### config.mk
export PLATFORM = sky130hd
export DESIGN_NAME = link_bist
export DESIGN_NICKNAME = d
export VERILOG_FILES = /design/src/rtl/link_bist_pkg.sv /design/src/rtl/link_bist_gen.sv /design/src/rtl/link_bist_chk.sv /design/src/rtl/link_bist_errcnt.sv /design/src/rtl/link_bist.sv
export SDC_FILE = /design/constraint.sdc
export NUM_CORES = 1
export LEC_CHECK = 0
export ABC_AREA = 1
export BUFFER_PORTS_ARGS = -buffer_cell sky130_fd_sc_hd__buf_2
export CORE_MARGIN = 2
export CORE_UTILIZATION = 48
export CTS_CLUSTER_SIZE = 10
export DETAILED_ROUTE_END_ITERATION = 12
export GPL_TIMING_DRIVEN = 0
export PLACE_DENSITY = 0.74
export SLEW_MARGIN = 20
export SYNTH_ARGS = -nofsm -noshare
export SYNTH_HDL_FRONTEND = slang
export SYNTH_HIERARCHICAL = 1
export SYNTH_SLANG_ARGS = --single-unit
### constraint.sdc
create_clock -name clk_i -period 1.73 [get_ports clk_i]
set_input_delay 0 -clock clk_i [delete_from_list [all_inputs] [get_ports clk_i]]
set_output_delay 0 -clock clk_i [all_outputs]
set_load 0.01 [all_outputs]
### src/rtl/link_bist_pkg.sv
package link_bist_pkg;
  localparam int unsigned CHAR_W   = 8;
  localparam int unsigned LFSR_W   = CHAR_W + 1;
  localparam int unsigned LFSR_TAP = 4;
  localparam logic [LFSR_W-1:0] LFSR_SEED = '1;

  function automatic logic [LFSR_W-1:0] lfsr_next(input logic [LFSR_W-1:0] s);
    return {s[LFSR_W-2:0], s[LFSR_W-1] ^ s[LFSR_TAP]};
  endfunction
endpackage

### src/rtl/link_bist_gen.sv
module link_bist_gen
  import link_bist_pkg::*;
(
  input  logic              clk_i,
  input  logic              rst_ni,
  input  logic              active_i,
  output logic [CHAR_W-1:0] char_o
);
  logic              run_q;
  logic [LFSR_W-1:0] lfsr_q;
  logic [LFSR_W-1:0] cur;

  // first active cycle uses the seed, never a stale state
  assign cur    = (active_i && !run_q) ? LFSR_SEED : lfsr_q;
  assign char_o = cur[CHAR_W-1:0];

  always_ff @(posedge clk_i or negedge rst_ni) begin
    if (!rst_ni) begin
      run_q  <= 1'b0;
      lfsr_q <= LFSR_SEED;
    end else begin
      run_q <= active_i;
      if (active_i) lfsr_q <= lfsr_next(cur);
    end
  end
endmodule

### src/rtl/link_bist_chk.sv
module link_bist_chk
  import link_bist_pkg::*;
#(
  parameter int unsigned SYNC_LEN = 9
) (
  input  logic              clk_i,
  input  logic              rst_ni,
  input  logic              active_i,
  input  logic              valid_i,
  input  logic [CHAR_W-1:0] char_i,
  output logic              sync_o,
  output logic              miss_o,
  output logic              flag_o
);
  localparam int unsigned CW = $clog2(SYNC_LEN + 1);

  logic [LFSR_W-1:0] lfsr_q, pred, loaded;
  logic [CW-1:0]     run_q;
  logic              sync_q, flag_q, hit, fits;

  assign pred   = lfsr_next(lfsr_q);
  assign loaded = {lfsr_q[CHAR_W-1], char_i};
  assign hit    = (char_i == pred[CHAR_W-1:0]);
  assign fits   = hit && (lfsr_q != '0);
  assign miss_o = active_i && valid_i && sync_q && !hit;
  assign sync_o = sync_q;
  assign flag_o = flag_q;

  always_ff @(posedge clk_i or negedge rst_ni) begin
    if (!rst_ni) begin
      lfsr_q <= '0;
      run_q  <= '0;
      sync_q <= 1'b0;
      flag_q <= 1'b0;
    end else if (!active_i) begin
      lfsr_q <= '0;
      run_q  <= '0;
      sync_q <= 1'b0;
      flag_q <= 1'b0;
    end else begin
      flag_q <= miss_o;
      if (valid_i) begin
        if (sync_q) begin
          lfsr_q <= pred;
        end else begin
          lfsr_q <= loaded;
          run_q  <= fits ? run_q + 1'b1 : '0;
          if (fits && run_q == CW'(SYNC_LEN - 1)) sync_q <= 1'b1;
        end
      end
    end
  end
endmodule

### src/rtl/link_bist_errcnt.sv
module link_bist_errcnt #(
  parameter int unsigned CNT_W = 16
) (
  input  logic             clk_i,
  input  logic             rst_ni,
  input  logic             clr_i,
  input  logic             inc_i,
  output logic [CNT_W-1:0] cnt_o
);
  logic [CNT_W-1:0] cnt_q;
  assign cnt_o = cnt_q;

  always_ff @(posedge clk_i or negedge rst_ni) begin
    if (!rst_ni)                      cnt_q <= '0;
    else if (clr_i)                   cnt_q <= '0;
    else if (inc_i && cnt_q != '1)    cnt_q <= cnt_q + 1'b1;
  end
endmodule

### src/rtl/link_bist.sv
module link_bist
  import link_bist_pkg::*;
#(
  parameter int unsigned CNT_W    = 16,
  parameter int unsigned SYNC_LEN = 9
) (
  input  logic              clk_i,
  input  logic              rst_ni,
  input  logic              tx_bist_en_ni,
  input  logic              tx_rd_req_i,
  input  logic [CHAR_W-1:0] tx_data_i,
  output logic              tx_fifo_rd_o,
  output logic [CHAR_W-1:0] tx_char_o,
  input  logic              rx_bist_en_ni,
  input  logic              rx_valid_i,
  input  logic [CHAR_W-1:0] rx_char_i,
  input  logic              rx_viol_i,
  output logic              rx_viol_o,
  output logic              rx_sync_o,
  output logic [CNT_W-1:0]  err_cnt_o
);
  logic              tx_active, rx_active;
  logic [CHAR_W-1:0] gen_char;
  logic              miss, flag;

  assign tx_active = !tx_bist_en_ni;
  assign rx_active = !rx_bist_en_ni;

  link_bist_gen u_gen (
    .clk_i    (clk_i),
    .rst_ni   (rst_ni),
    .active_i (tx_active),
    .char_o   (gen_char)
  );

  assign tx_char_o    = tx_active ? gen_char : tx_data_i;
  assign tx_fifo_rd_o = tx_rd_req_i && !tx_active;

  link_bist_chk #(.SYNC_LEN(SYNC_LEN)) u_chk (
    .clk_i    (clk_i),
    .rst_ni   (rst_ni),
    .active_i (rx_active),
    .valid_i  (rx_valid_i),
    .char_i   (rx_char_i),
    .sync_o   (rx_sync_o),
    .miss_o   (miss),
    .flag_o   (flag)
  );

  // shared violation pin: decoder use outside test, mismatch pulse in test
  assign rx_viol_o = rx_active ? flag : rx_viol_i;

  link_bist_errcnt #(.CNT_W(CNT_W)) u_cnt (
    .clk_i  (clk_i),
    .rst_ni (rst_ni),
    .clr_i  (!rx_active),
    .inc_i  (miss),
    .cnt_o  (err_cnt_o)
  );
endmodule

==> metrics.yaml, run 1 <==
min_path_type: "primary input to flip-flop"
worst-endpoint-arrival_ns: 1.93
die-area_um2: 6024
reg2reg_slack_ns: 0.03
timing.rr.end: "u_cnt/cnt_o[8]"
share_of_yosys_cell_area_claimed_by_the_top_area_cell_type: 0.3078
power.density_nw_per_um2: 597.7
clock_latency_on_the_worst_skew_pair_ns: 0.29
critPathCaptureType: "flip-flop"
placement_rows: 26
wire_length_of_the_first_global_routing_pass_um: 9818
fp.dieW_um: 77.62
post_synth_inst_count: 358
finalHoldViolations: 0
global_route.overflow_total: 0
global_route.usage.total: 0.1991
start_util: 0.5029
synth_area_per_cell_um2: 7.266
worst_ir_drop_vdd_mv: 0.3553
grt_antenna_before_repair: 0
timing.setup.critical_path_class: "flip-flop to flip-flop"
synth.lib_cells_used.distinct: 34
clock-sinks: 41
post-dp-hpwl_um: 4108
skew_ns: 0.004280
route.detailed.wl_per_inst_um: 11.51
num-nets-final: 450
post_synthesis_sequential_element_count: 41
proportion_of_layout_cells_with_a_drive_suffix_above_1: 0.2729
fin_setup_tns_ns: 0
status: "completed"
io-pin-count: 50
via_per_inst: 4.970
synth.yosys.seq_area_share: 0.3987
max_slew.worst_pin.slew_ns: 0.8955
setup_viol_count_final: 0
synth_warnings: 6
core_area_um2: 5172
synth.net_count: 384
max-clock-path-buffers: 2
drc: 0
max_freq_mhz: 587.7
cts.clk_slew.worst_paths_ns: 0.08
final.period_utilization: 0.9835
worst_hold_path.endpoint: "u_chk/sync_o"
totalWireLength_um: 5698
number_of_global_route_vias_before_repair: 2252
timing_max_transition_violations_final: 0
firstDrtPassIters: 4
synthDominantAreaCellType: "sky130_fd_sc_hd__dfrtp_1"
cts.htree.levels: 2
antenna_cells_inserted: 0
critPathMaxFanout: 5
summed_instance_area_of_the_synthesized_netlist_um2: 2601
gp_congestion: 0.8461
detailroute.via_count: 2460
fill_cells: 497
tritoncts: "built"
r2r.worst_path.cells: 14
power.static_leakage_nw: 1.688
final_antenna_net_count: 0
worst_hold_path.num_cells: 3
layout_min_cycle_time_ns: 1.701
core_occupancy_in_the_finished_layout: 0.6139
maxCapViolations: 0
worst_ep_required_time_ns: 1.96
port_buffers: 48
cts_buffers: 5
hold_path.startpoint: "rx_valid_i"
maxSlewHeadroom: 0.4030
cts-root-buf: "sky130_fd_sc_hd__clkbuf_8"
dr.first_iter.drc_count: 97
setup_repair_after_global_routing_missed_its_margin: "true"
die_height_um: 77.62
crit-reg2reg-launch: "u_chk/lfsr_q[4]"
pin_count_of_the_biggest_net_entering_global_routing: 42
cp-start-kind: "flip-flop"
synthTopCellsByArea: "sky130_fd_sc_hd__dfrtp_1, sky130_fd_sc_hd__nand2_1, sky130_fd_sc_hd__dfstp_2"
syn_to_final_growth_pct: 22.08
## cell usage after synthesis
| cell type | number |
|---|---|
| sky130_fd_sc_hd__a21oi_1 | 15 |
| sky130_fd_sc_hd__buf_1 | 1 |
| sky130_fd_sc_hd__buf_12 | 1 |
| sky130_fd_sc_hd__buf_2 | 2 |
| sky130_fd_sc_hd__buf_6 | 4 |
| sky130_fd_sc_hd__clkbuf_1 | 1 |
| sky130_fd_sc_hd__clkinv_1 | 1 |
| sky130_fd_sc_hd__clkinv_4 | 1 |
| sky130_fd_sc_hd__dfrtp_1 | 32 |
| sky130_fd_sc_hd__dfstp_2 | 9 |
| sky130_fd_sc_hd__ha_1 | 3 |
| sky130_fd_sc_hd__inv_1 | 39 |
| sky130_fd_sc_hd__inv_2 | 5 |
| sky130_fd_sc_hd__inv_4 | 1 |
| sky130_fd_sc_hd__mux2i_1 | 4 |
| sky130_fd_sc_hd__nand2_1 | 125 |
| sky130_fd_sc_hd__nand2_2 | 4 |
| sky130_fd_sc_hd__nand2_4 | 2 |
| sky130_fd_sc_hd__nand3_1 | 20 |
| sky130_fd_sc_hd__nand3_2 | 1 |
| sky130_fd_sc_hd__nand4_1 | 14 |
| sky130_fd_sc_hd__nor2_1 | 29 |
| sky130_fd_sc_hd__nor2_2 | 2 |
| sky130_fd_sc_hd__nor2_4 | 3 |
| sky130_fd_sc_hd__nor3_1 | 5 |
| sky130_fd_sc_hd__o21ai_0 | 8 |
| sky130_fd_sc_hd__o21ai_2 | 1 |
| sky130_fd_sc_hd__o21ai_4 | 1 |
| sky130_fd_sc_hd__o21bai_1 | 2 |
| sky130_fd_sc_hd__o22ai_1 | 7 |
| sky130_fd_sc_hd__or2_1 | 1 |
| sky130_fd_sc_hd__or2_2 | 1 |
| sky130_fd_sc_hd__xnor2_1 | 7 |
| sky130_fd_sc_hd__xor2_1 | 6 |
## timing repair
action / 4_1_cts / 5_1_grt
cloned: 1 / 0
pin swaps: 4 / 12
setup buffers: 5 / 3
setup endpoints to repair: 15 / 24
hold endpoints to repair: 34 / 0
resized for setup: 13 / 13
hold buffers: 3 / 0
## layout make-up
class	instances	area (um^2)	share of cell area
Sequential cell	41	1039	0.3270
Clock inverter	2	10.01	0.003152
Buffer	8	68.82	0.02167
Timing Repair Buffer	60	345.3	0.1087
Multi-Input combinational cell	261	1366	0.4303
Tap cell	70	87.58	0.02758
Clock buffer	6	72.57	0.02285
Inverter	47	186.4	0.05871
## registers in the layout (all words and copies together), names as in the netlist
register and flops:
u_chk/flag_o 1, u_chk/sync_o 1, u_chk/lfsr_q 9, u_gen/lfsr_q 9, u_gen/run_q 1, u_chk/run_q 4, u_cnt/cnt_o 16
## metal layers
layer  vias up  GRT usage  part of all wire
met5         -          0                 0
met4         0    0.08393             0.016
met3         8    0.02558             0.043
met2        65     0.3224              0.46
met1      1124     0.2684              0.48
li1       1263          -                 -
## power by group
group | switching (W) | internal [W]
sequential | 0.0000173 | 0.000987
combinational | 0.000172 | 0.000112
clock | 0.000330 | 0.000280
## worst max-delay path, stage by stage, from the launching register on
cell,delay [ns]
sky130_fd_sc_hd__dfrtp_1,0.35
sky130_fd_sc_hd__buf_6,0.14
sky130_fd_sc_hd__clkinv_4,0.06
sky130_fd_sc_hd__nand2_4,0.06
sky130_fd_sc_hd__nand2_2,0.05
sky130_fd_sc_hd__nand2_1,0.06
sky130_fd_sc_hd__nand2_1,0.06
sky130_fd_sc_hd__nand3_2,0.08
sky130_fd_sc_hd__nor2_4,0.05
sky130_fd_sc_hd__nor3_4,0.20
sky130_fd_sc_hd__inv_2,0.07
sky130_fd_sc_hd__nor2_4,0.17
sky130_fd_sc_hd__buf_6,0.14
sky130_fd_sc_hd__nand4_1,0.07
sky130_fd_sc_hd__nand2_1,0.09
## cells by family after synthesis
group / synth area share
DFF: 0.3988
and+or+nand+nor: 0.3487
adders and majority gates: 0.01443
AOI/OAI and AO/OA: 0.07648
muxes: 0.01539
xor gates and xnor gates: 0.04377
buffers and inverters: 0.1025
## stage by stage
step	hold slack [ns]	setup slack, ns	instance area (um^2)	total power (W)	instances
after global placement	0.1840	-0.2633	2934	0.001286	476
after CTS	0.003324	0.01088	3108	0.001920	492
after floorplan	-0.2956	0.02089	2606	0.001191	358
after global routing	0.01414	-0.07375	3176	0.002006	495
after detailed placement	0.1873	-0.2745	2934	0.001290	476
final	0.01472	0.02859	3176	0.001898	495
## layout by cell type (no fill, tap or decap), drive strengths merged
| cell type | n |
|---|---|
| nand2 | 131 |
| nor2 | 34 |
| o22ai | 7 |
| ha | 3 |
| dfstp | 9 |
| o21ai | 10 |
| nand4 | 14 |
| dfrtp | 32 |
| or2 | 2 |
| a21oi | 15 |
| clkbuf | 7 |
| mux2i | 4 |
| nor3 | 5 |
| nand3 | 21 |
| clkinv | 4 |
| o21bai | 2 |
| xor2 | 6 |
| dlygate4sd3 | 3 |
| buf | 64 |
| xnor2 | 7 |
| inv | 45 |
## worst max path at each step
| stage | end | slack, ns | from | cells past startpoint |
|---|---|---|---|---|
| 2_1_floorplan | u_cnt/cnt_o[2] | 0.02 | u_chk/lfsr_q[4] | 13 |
| 3_3_place_gp | u_cnt/cnt_o[8] | -0.26 | u_chk/lfsr_q[4] | 13 |
| 3_5_place_dp | u_cnt/cnt_o[8] | -0.27 | u_chk/lfsr_q[4] | 13 |
| 4_1_cts | u_cnt/cnt_o[15] | 0.01 | u_chk/lfsr_q[4] | 14 |
| 5_1_grt | u_cnt/cnt_o[15] | -0.07 | u_chk/lfsr_q[4] | 14 |
| 6_report | u_cnt/cnt_o[8] | 0.03 | u_chk/lfsr_q[4] | 14 |
Note: power is estimated with default switching activity, not from simulation.
==> run 2, diff against run 1 <==
--- a/config.mk
+++ b/config.mk
@@ -6,7 +6,7 @@
 export NUM_CORES = 1
 export LEC_CHECK = 0
 export ABC_AREA = 1
-export BUFFER_PORTS_ARGS = -buffer_cell sky130_fd_sc_hd__buf_2
+export BUFFER_PORTS_ARGS = -buffer_cell sky130_fd_sc_hd__buf_4
 export CORE_MARGIN = 2
 export CORE_UTILIZATION = 48
 export CTS_CLUSTER_SIZE = 10
==> run 2 against run 1 <==
- via count is 0.73% higher
- hold slack worse by 0.0034 ns
- largest power group unchanged
- clock power up 31%
- highest routed layer unchanged
- critical endpoint is now u_cnt/cnt_o[10]
- sequential power about the same
- routed wire length grew 5.1%
- clock-buffer cell count rose by 1
==> metrics.yaml, run 2 (synthesized netlist as in run 1, its figures left out) <==
status: "completed"  # unchanged
final_cell_count_no_fill: 501  # was 495
cp-start-kind: "flip-flop"  # unchanged
core_area_um2: 5172  # unchanged
pin_count_of_the_biggest_net_entering_global_routing: 42  # unchanged
gp_congestion: 0.8543  # was 0.8461
die-area_um2: 6024  # unchanged
global_route.usage.total: 0.2047  # was 0.1991
critPathMaxFanout: 5  # unchanged
setup_repair_after_global_routing_missed_its_margin: "true"  # unchanged
worst-endpoint-arrival_ns: 1.96  # was 1.93 ns
num-nets-final: 456  # was 450
worst_ir_drop_vdd_mv: 0.4279  # was 0.3553 mV
cts.htree.levels: 2  # unchanged
drc: 0  # unchanged
grt_antenna_before_repair: 0  # unchanged
final_antenna_net_count: 0  # unchanged
dpl_worst_slack_ns: -0.3207  # was -0.2745 ns
timing.setup.critical_path_class: "flip-flop to flip-flop"  # unchanged
maxSlewHeadroom: 0.6071  # was 0.4030
max-clock-path-buffers: 2  # unchanged
proportion_of_layout_cells_with_a_drive_suffix_above_1: 0.2738  # was 0.2729
port_buffers: 48  # unchanged
tritoncts: "built"  # unchanged
placement_rows: 26  # unchanged
cts_buffers: 5  # unchanged
max_slew.worst_pin.slew_ns: 0.5894  # was 0.8955 ns
syn_to_final_growth_pct: 29.34  # was 22.08%
die_height_um: 77.62  # unchanged
post-place-cells: 476  # unchanged
most-common-layout-cells: "sky130_fd_sc_hd__nand2_1, sky130_fd_sc_hd__buf_4, sky130_fd_sc_hd__inv_1"  # was sky130_fd_sc_hd__nand2_1, sky130_fd_sc_hd__buf_2, sky130_fd_sc_hd__inv_1
firstDrtPassIters: 4  # unchanged
critPathCaptureType: "flip-flop"  # unchanged
start_util: 0.5029  # unchanged
number_of_global_route_vias_before_repair: 2263  # was 2252
layout_min_cycle_time_ns: 1.728  # was 1.701 ns
power.static_leakage_nw: 1.747  # was 1.688 nW
largest_register_ff_count: 16  # unchanged
via_per_inst: 4.946  # was 4.970
setup_viol_count_final: 0  # unchanged
clock-sinks: 41  # unchanged
clock_latency_on_the_worst_skew_pair_ns: 0.29  # about the same
worst_slack_ns: 0.002402  # was 0.02859 ns
route.detailed.wl_per_inst_um: 11.96  # was 11.51 um
io-pin-count: 50  # unchanged
global_route.overflow_total: 0  # unchanged
timing_max_transition_violations_final: 0  # unchanged
maxCapViolations: 0  # unchanged
antenna_cells_inserted: 0  # unchanged
fin_setup_tns_ns: 0  # unchanged
detailroute.via_count: 2478  # was 2460
cts-root-buf: "sky130_fd_sc_hd__clkbuf_8"  # unchanged
skew_ns: 0.006315  # was 0.004280 ns
dr.first_iter.drc_count: 111  # was 97
post-dp-hpwl_um: 4161  # was 4108 um
cts.clk_slew.worst_paths_ns: 0.08  # about the same
finalHoldViolations: 0  # unchanged
power.density_nw_per_um2: 630.5  # was 597.7 nW/um^2
total_power_w: 0.002121  # was 0.001898 W
min_path_type: "primary input to flip-flop"  # unchanged
final.period_utilization: 0.9986  # was 0.9835
layout_commonest_cell: "sky130_fd_sc_hd__nand2_1"  # unchanged
max_freq_mhz: 578.8  # was 587.7 MHz
totalWireLength_um: 5990  # was 5698 um
fp.dieW_um: 77.62  # unchanged
worst_ep_required_time_ns: 1.96  # about the same
wire_length_of_the_first_global_routing_pass_um: 9998  # was 9818 um
[run 2: changes by cell type in the layout (fill, tap and decap cells not counted), moves of 2 or more]
cell                            previous run  this run
sky130_fd_sc_hd__buf_2                    49         1
sky130_fd_sc_hd__o21ai_2                   3         1
sky130_fd_sc_hd__buf_4                     7        60
sky130_fd_sc_hd__dlygate4sd3_1             3         5
sky130_fd_sc_hd__clkinv_2                  2         0
sky130_fd_sc_hd__o21ai_0                   6         8
[run 2: routing by layer]
layer,routed length [um],vias to the layer above,part of all wire,global-route usage
li1,-,1269,-,-
met1,2708,1134,0.45,0.2579
met2,2875,69,0.48,0.3509
met3,334,6,0.056,0.04186
met4,72,0,0.012,0.06607
met5,0,-,0,0
[run 2: timing repair]
| action | CTS | global route |
|---|---|---|
| endpoints found under the setup margin | 16 | 24 |
| hold buffers | 4 | 1 |
| resized for setup | 12 | 9 |
| setup buffers | 8 | 4 |
| gates cloned | 1 | 0 |
| pin swaps | 6 | 8 |
| endpoints found under the hold margin | 36 | 1 |
[run 2: worst paths after layout]
path                                  from              end  slack [ns]  cells after the start
min in group asynchronous           rst_ni   u_chk/run_q[2]        0.22                      2
setup / recovery           u_chk/lfsr_q[4]  u_cnt/cnt_o[10]       0.002                     14
setup reg to reg           u_chk/lfsr_q[4]  u_cnt/cnt_o[10]       0.002                     14
max in group asynchronous           rst_ni  u_chk/lfsr_q[8]        1.13                      2
hold reg to reg            u_gen/lfsr_q[0]  u_gen/lfsr_q[0]        0.48                      2
hold / removal                rx_char_i[2]  u_chk/lfsr_q[2]        0.01                      3
[run 2: metrics by stage]
step / hold WS [ns] / utilization / cell area, um^2
after floorplan: -0.2956 / - / 2606
after global placement: 0.01234 / 0.5905 / 3054
final: 0.01133 / 0.6505 / 3364
after detailed placement: 0.009610 / 0.5905 / 3054
after global routing: 0.02164 / 0.6505 / 3364
after CTS: -0.01440 / 0.6364 / 3292
[run 2: cell type report]
type	count	area, um^2
fill	454	1808
multi-input combinational	261	1354
sequential	41	1040
timing repair buffer	66	511.7
inverter	47	186.4
tap	70	87.58
clock buffer	7	86.33
buffer	8	68.82
clock inverter	1	30.03
[run 2: critical path: stages (launching register included)]
cell and delay, ns:
sky130_fd_sc_hd__dfrtp_1 0.35, sky130_fd_sc_hd__buf_6 0.13, sky130_fd_sc_hd__clkinv_4 0.06, sky130_fd_sc_hd__nand2_4 0.07, sky130_fd_sc_hd__nand2_2 0.07, sky130_fd_sc_hd__nand2_1 0.06
sky130_fd_sc_hd__nand2_1 0.06, sky130_fd_sc_hd__nand3_2 0.08, sky130_fd_sc_hd__nor2_4 0.05, sky130_fd_sc_hd__nor3_4 0.20, sky130_fd_sc_hd__inv_2 0.07, sky130_fd_sc_hd__nor2_4 0.15
sky130_fd_sc_hd__buf_6 0.15, sky130_fd_sc_hd__nand4_1 0.09, sky130_fd_sc_hd__nand2_1 0.09
[run 2: power by group]
group | total (W) | internal (W) | switching (W)
registers | 0.00101 | 0.000987 | 0.0000180
clock network | 0.000799 | 0.000471 | 0.000329
logic | 0.000317 | 0.000140 | 0.000177
==> run 3, diff against run 2 <==
--- a/config.mk
+++ b/config.mk
@@ -8,11 +8,11 @@
 export ABC_AREA = 1
 export BUFFER_PORTS_ARGS = -buffer_cell sky130_fd_sc_hd__buf_4
 export CORE_MARGIN = 2
-export CORE_UTILIZATION = 48
+export CORE_UTILIZATION = 42
 export CTS_CLUSTER_SIZE = 10
 export DETAILED_ROUTE_END_ITERATION = 12
 export GPL_TIMING_DRIVEN = 0
-export PLACE_DENSITY = 0.74
+export PLACE_DENSITY = 0.66
 export SLEW_MARGIN = 20
 export SYNTH_ARGS = -nofsm -noshare
 export SYNTH_HDL_FRONTEND = slang
==> run 3 against run 2 <==
- sequential power hardly changed
- design area is 0.45% lower
- fmax is 2.2% higher
- total power is 8.8% lower
- critical path depth stayed put
- clock-buffer cell count stayed put
- combinational power hardly changed
- register-to-register slack better by 0.04 ns
- critical path type unchanged
- largest cell class unchanged
==> metrics.yaml, run 3 (synthesized netlist as in run 1, its figures left out) <==
via_per_inst: 4.806  # was 4.946
io-pin-count: 50  # unchanged
layout_min_cycle_time_ns: 1.690  # was 1.728 ns
skew_ns: 0.008686  # was 0.006315 ns
design_area_um2: 3349  # was 3364 um^2
wire_length_of_the_first_global_routing_pass_um: 10200  # was 9998 um
port_buffers: 48  # unchanged
dpl_worst_slack_ns: -0.2959  # was -0.3207 ns
final_cell_count_no_fill: 506  # was 501
crit_top_cell: "sky130_fd_sc_hd__nand2_1"  # unchanged
worst_ir_drop_vdd_mv: 0.3368  # was 0.4279 mV
power.density_nw_per_um2: 577.7  # was 630.5 nW/um^2
firstDrtPassIters: 4  # unchanged
clock-sinks: 41  # unchanged
fill_cells: 580  # was 454
post-place-cells: 481  # was 476
dr.first_iter.drc_count: 107  # was 111
number_of_global_route_vias_before_repair: 2261  # was 2263
grt_antenna_before_repair: 0  # unchanged
cts_buffers: 5  # unchanged
core_occupancy_in_the_finished_layout: 0.5624  # was 0.6505
fp.dieW_um: 82.70  # was 77.62 um
num-nets-final: 456  # unchanged
tritoncts: "built"  # unchanged
final_antenna_net_count: 0  # unchanged
crit_path_cell_trace: "buf_6 -> clkinv_4 -> nand2_4 -> nand2_2 -> nand2_1 -> nand2_1 -> nand3_2 -> nor2_4 -> nor3_4 -> inv_2 -> nor2_4 -> buf_6 -> nand4_1 -> nand2_1"  # unchanged
layout_commonest_cell: "sky130_fd_sc_hd__nand2_1"  # unchanged
start_util: 0.4368  # was 0.5029
post_dp_cell_area_um2: 3060  # was 3054 um^2
pin_count_of_the_biggest_net_entering_global_routing: 42  # unchanged
timing_max_transition_violations_final: 0  # unchanged
proportion_of_layout_cells_with_a_drive_suffix_above_1: 0.2715  # was 0.2738
setup_viol_count_final: 0  # unchanged
maxSlewHeadroom: 0.6263  # was 0.6071
route.detailed.wl_per_inst_um: 11.95  # was 11.96 um
global_route.usage.total: 0.1945  # was 0.2047
finalHoldViolations: 0  # unchanged
critical_path_buf_inv_count: 4  # unchanged
final.period_utilization: 0.9768  # was 0.9986
drc: 0  # unchanged
largest_register_ff_count: 16  # unchanged
cts.htree.levels: 2  # unchanged
die-area_um2: 6839  # was 6024 um^2
layout.area.seq_um2: 1040  # unchanged
max_slew.worst_pin.slew_ns: 0.5606  # was 0.5894 ns
cts-root-buf: "sky130_fd_sc_hd__clkbuf_8"  # unchanged
antenna_cells_inserted: 0  # unchanged
power.static_leakage_nw: 1.735  # was 1.747 nW
post-dp-hpwl_um: 4208  # was 4161 um
status: "completed"  # unchanged
setup_repair_after_global_routing_missed_its_margin: "true"  # unchanged
totalWireLength_um: 6046  # was 5990 um
maxCapViolations: 0  # unchanged
most-common-layout-cells: "sky130_fd_sc_hd__nand2_1, sky130_fd_sc_hd__buf_4, sky130_fd_sc_hd__inv_1"  # unchanged
global_route.overflow_total: 0  # unchanged
timing.setup.critical_path_class: "flip-flop to flip-flop"  # unchanged
cts.clk_slew.worst_paths_ns: 0.08  # about the same
core_area_um2: 5956  # was 5172 um^2
max-clock-path-buffers: 2  # unchanged
critPathMaxFanout: 5  # unchanged
worst-endpoint-arrival_ns: 1.92  # was 1.96 ns
critPathCaptureType: "flip-flop"  # unchanged
die_height_um: 82.70  # was 77.62 um
clock_latency_on_the_worst_skew_pair_ns: 0.29  # about the same
critical-path-top-delay-family: "simple AND/OR/NAND/NOR gates"  # unchanged
cp-start-kind: "flip-flop"  # unchanged
placement_rows: 28  # was 26
max_freq_mhz: 591.8  # was 578.8 MHz
detailroute.via_count: 2432  # was 2478
gp_congestion: 0.8224  # was 0.8543
min_path_type: "primary input to flip-flop"  # unchanged
worst_ep_required_time_ns: 1.96  # about the same
worst_slack_ns: 0.04012  # was 0.002402 ns
multi_input_area_um2: 1351  # was 1354 um^2
syn_to_final_growth_pct: 28.76  # was 29.34%
timing.critical_path.slowest_cell_delay_ns: 0.35  # about the same
slowest_cell_on_the_critical_path: "sky130_fd_sc_hd__dfrtp_1"  # unchanged
[run 3: area by class of cell]
| cell class | count | share of cell area |
|---|---|---|
| buffer | 8 | 0.02167 |
| clock buffer | 7 | 0.02279 |
| clock inverter | 1 | 0.001494 |
| multi-input combinational | 261 | 0.4034 |
| sequential | 41 | 0.3104 |
| inverter | 47 | 0.05715 |
| timing repair buffer | 66 | 0.1550 |
| tap | 75 | 0.02802 |
[run 3: per-stage QoR]
step | power, W | setup TNS (ns) | hold WS [ns]
6_report | 0.001935 | 0 | 0.009901
5_1_grt | 0.002036 | -1.141 | 0.01664
4_1_cts | 0.001944 | 0 | 0.0007386
3_5_place_dp | 0.001315 | -2.976 | 0.02040
3_3_place_gp | 0.001313 | -2.706 | 0.02046
2_1_floorplan | 0.001191 | 0 | -0.2956
[run 3: tightest hold or removal path, stage by stage]
cell                      delay (ns)
sky130_fd_sc_hd__buf_4          0.12
sky130_fd_sc_hd__nand4_1        0.10
sky130_fd_sc_hd__o21ai_2        0.06
[run 3: power by group]
group / switching, W / internal [W] / total [W]
clock network: 0.000329 / 0.000284 / 0.000612
registers: 0.0000176 / 0.000987 / 0.00100
logic: 0.000177 / 0.000141 / 0.000318
total: 0.000523 / 0.00141 / 0.00194
[run 3: per-layer routing]
layer  vias to the layer above  track usage  share of wire
met5                         -            0              0
met4                         0      0.05410         0.0074
met3                         4      0.04457          0.063
met2                        71       0.3202           0.47
met1                      1087       0.2568           0.46
li1                       1270            -              -
[run 3: final timing paths]
check / start / endpoint / slack [ns] / depth (start not counted)
hold / removal: rx_valid_i / u_chk/sync_o / 0.01 / 3
min in group asynchronous: rst_ni / u_chk/lfsr_q[3] / 0.22 / 2
setup / recovery: u_chk/lfsr_q[4] / u_cnt/cnt_o[8] / 0.04 / 14
setup reg to reg: u_chk/lfsr_q[4] / u_cnt/cnt_o[8] / 0.04 / 14
max in group asynchronous: rst_ni / u_gen/lfsr_q[7] / 1.13 / 2
hold reg to reg: u_gen/lfsr_q[0] / u_gen/lfsr_q[0] / 0.47 / 2
[run 3: repair_timing]
item | in CTS | in global routing
pin swaps | 3 | 10
setup buffers | 7 | 5
resized for setup | 14 | 13
setup endpoints to repair | 15 | 24
cloned | 1 | 0
hold endpoints to repair | 36 | 0
hold buffers | 5 | 0
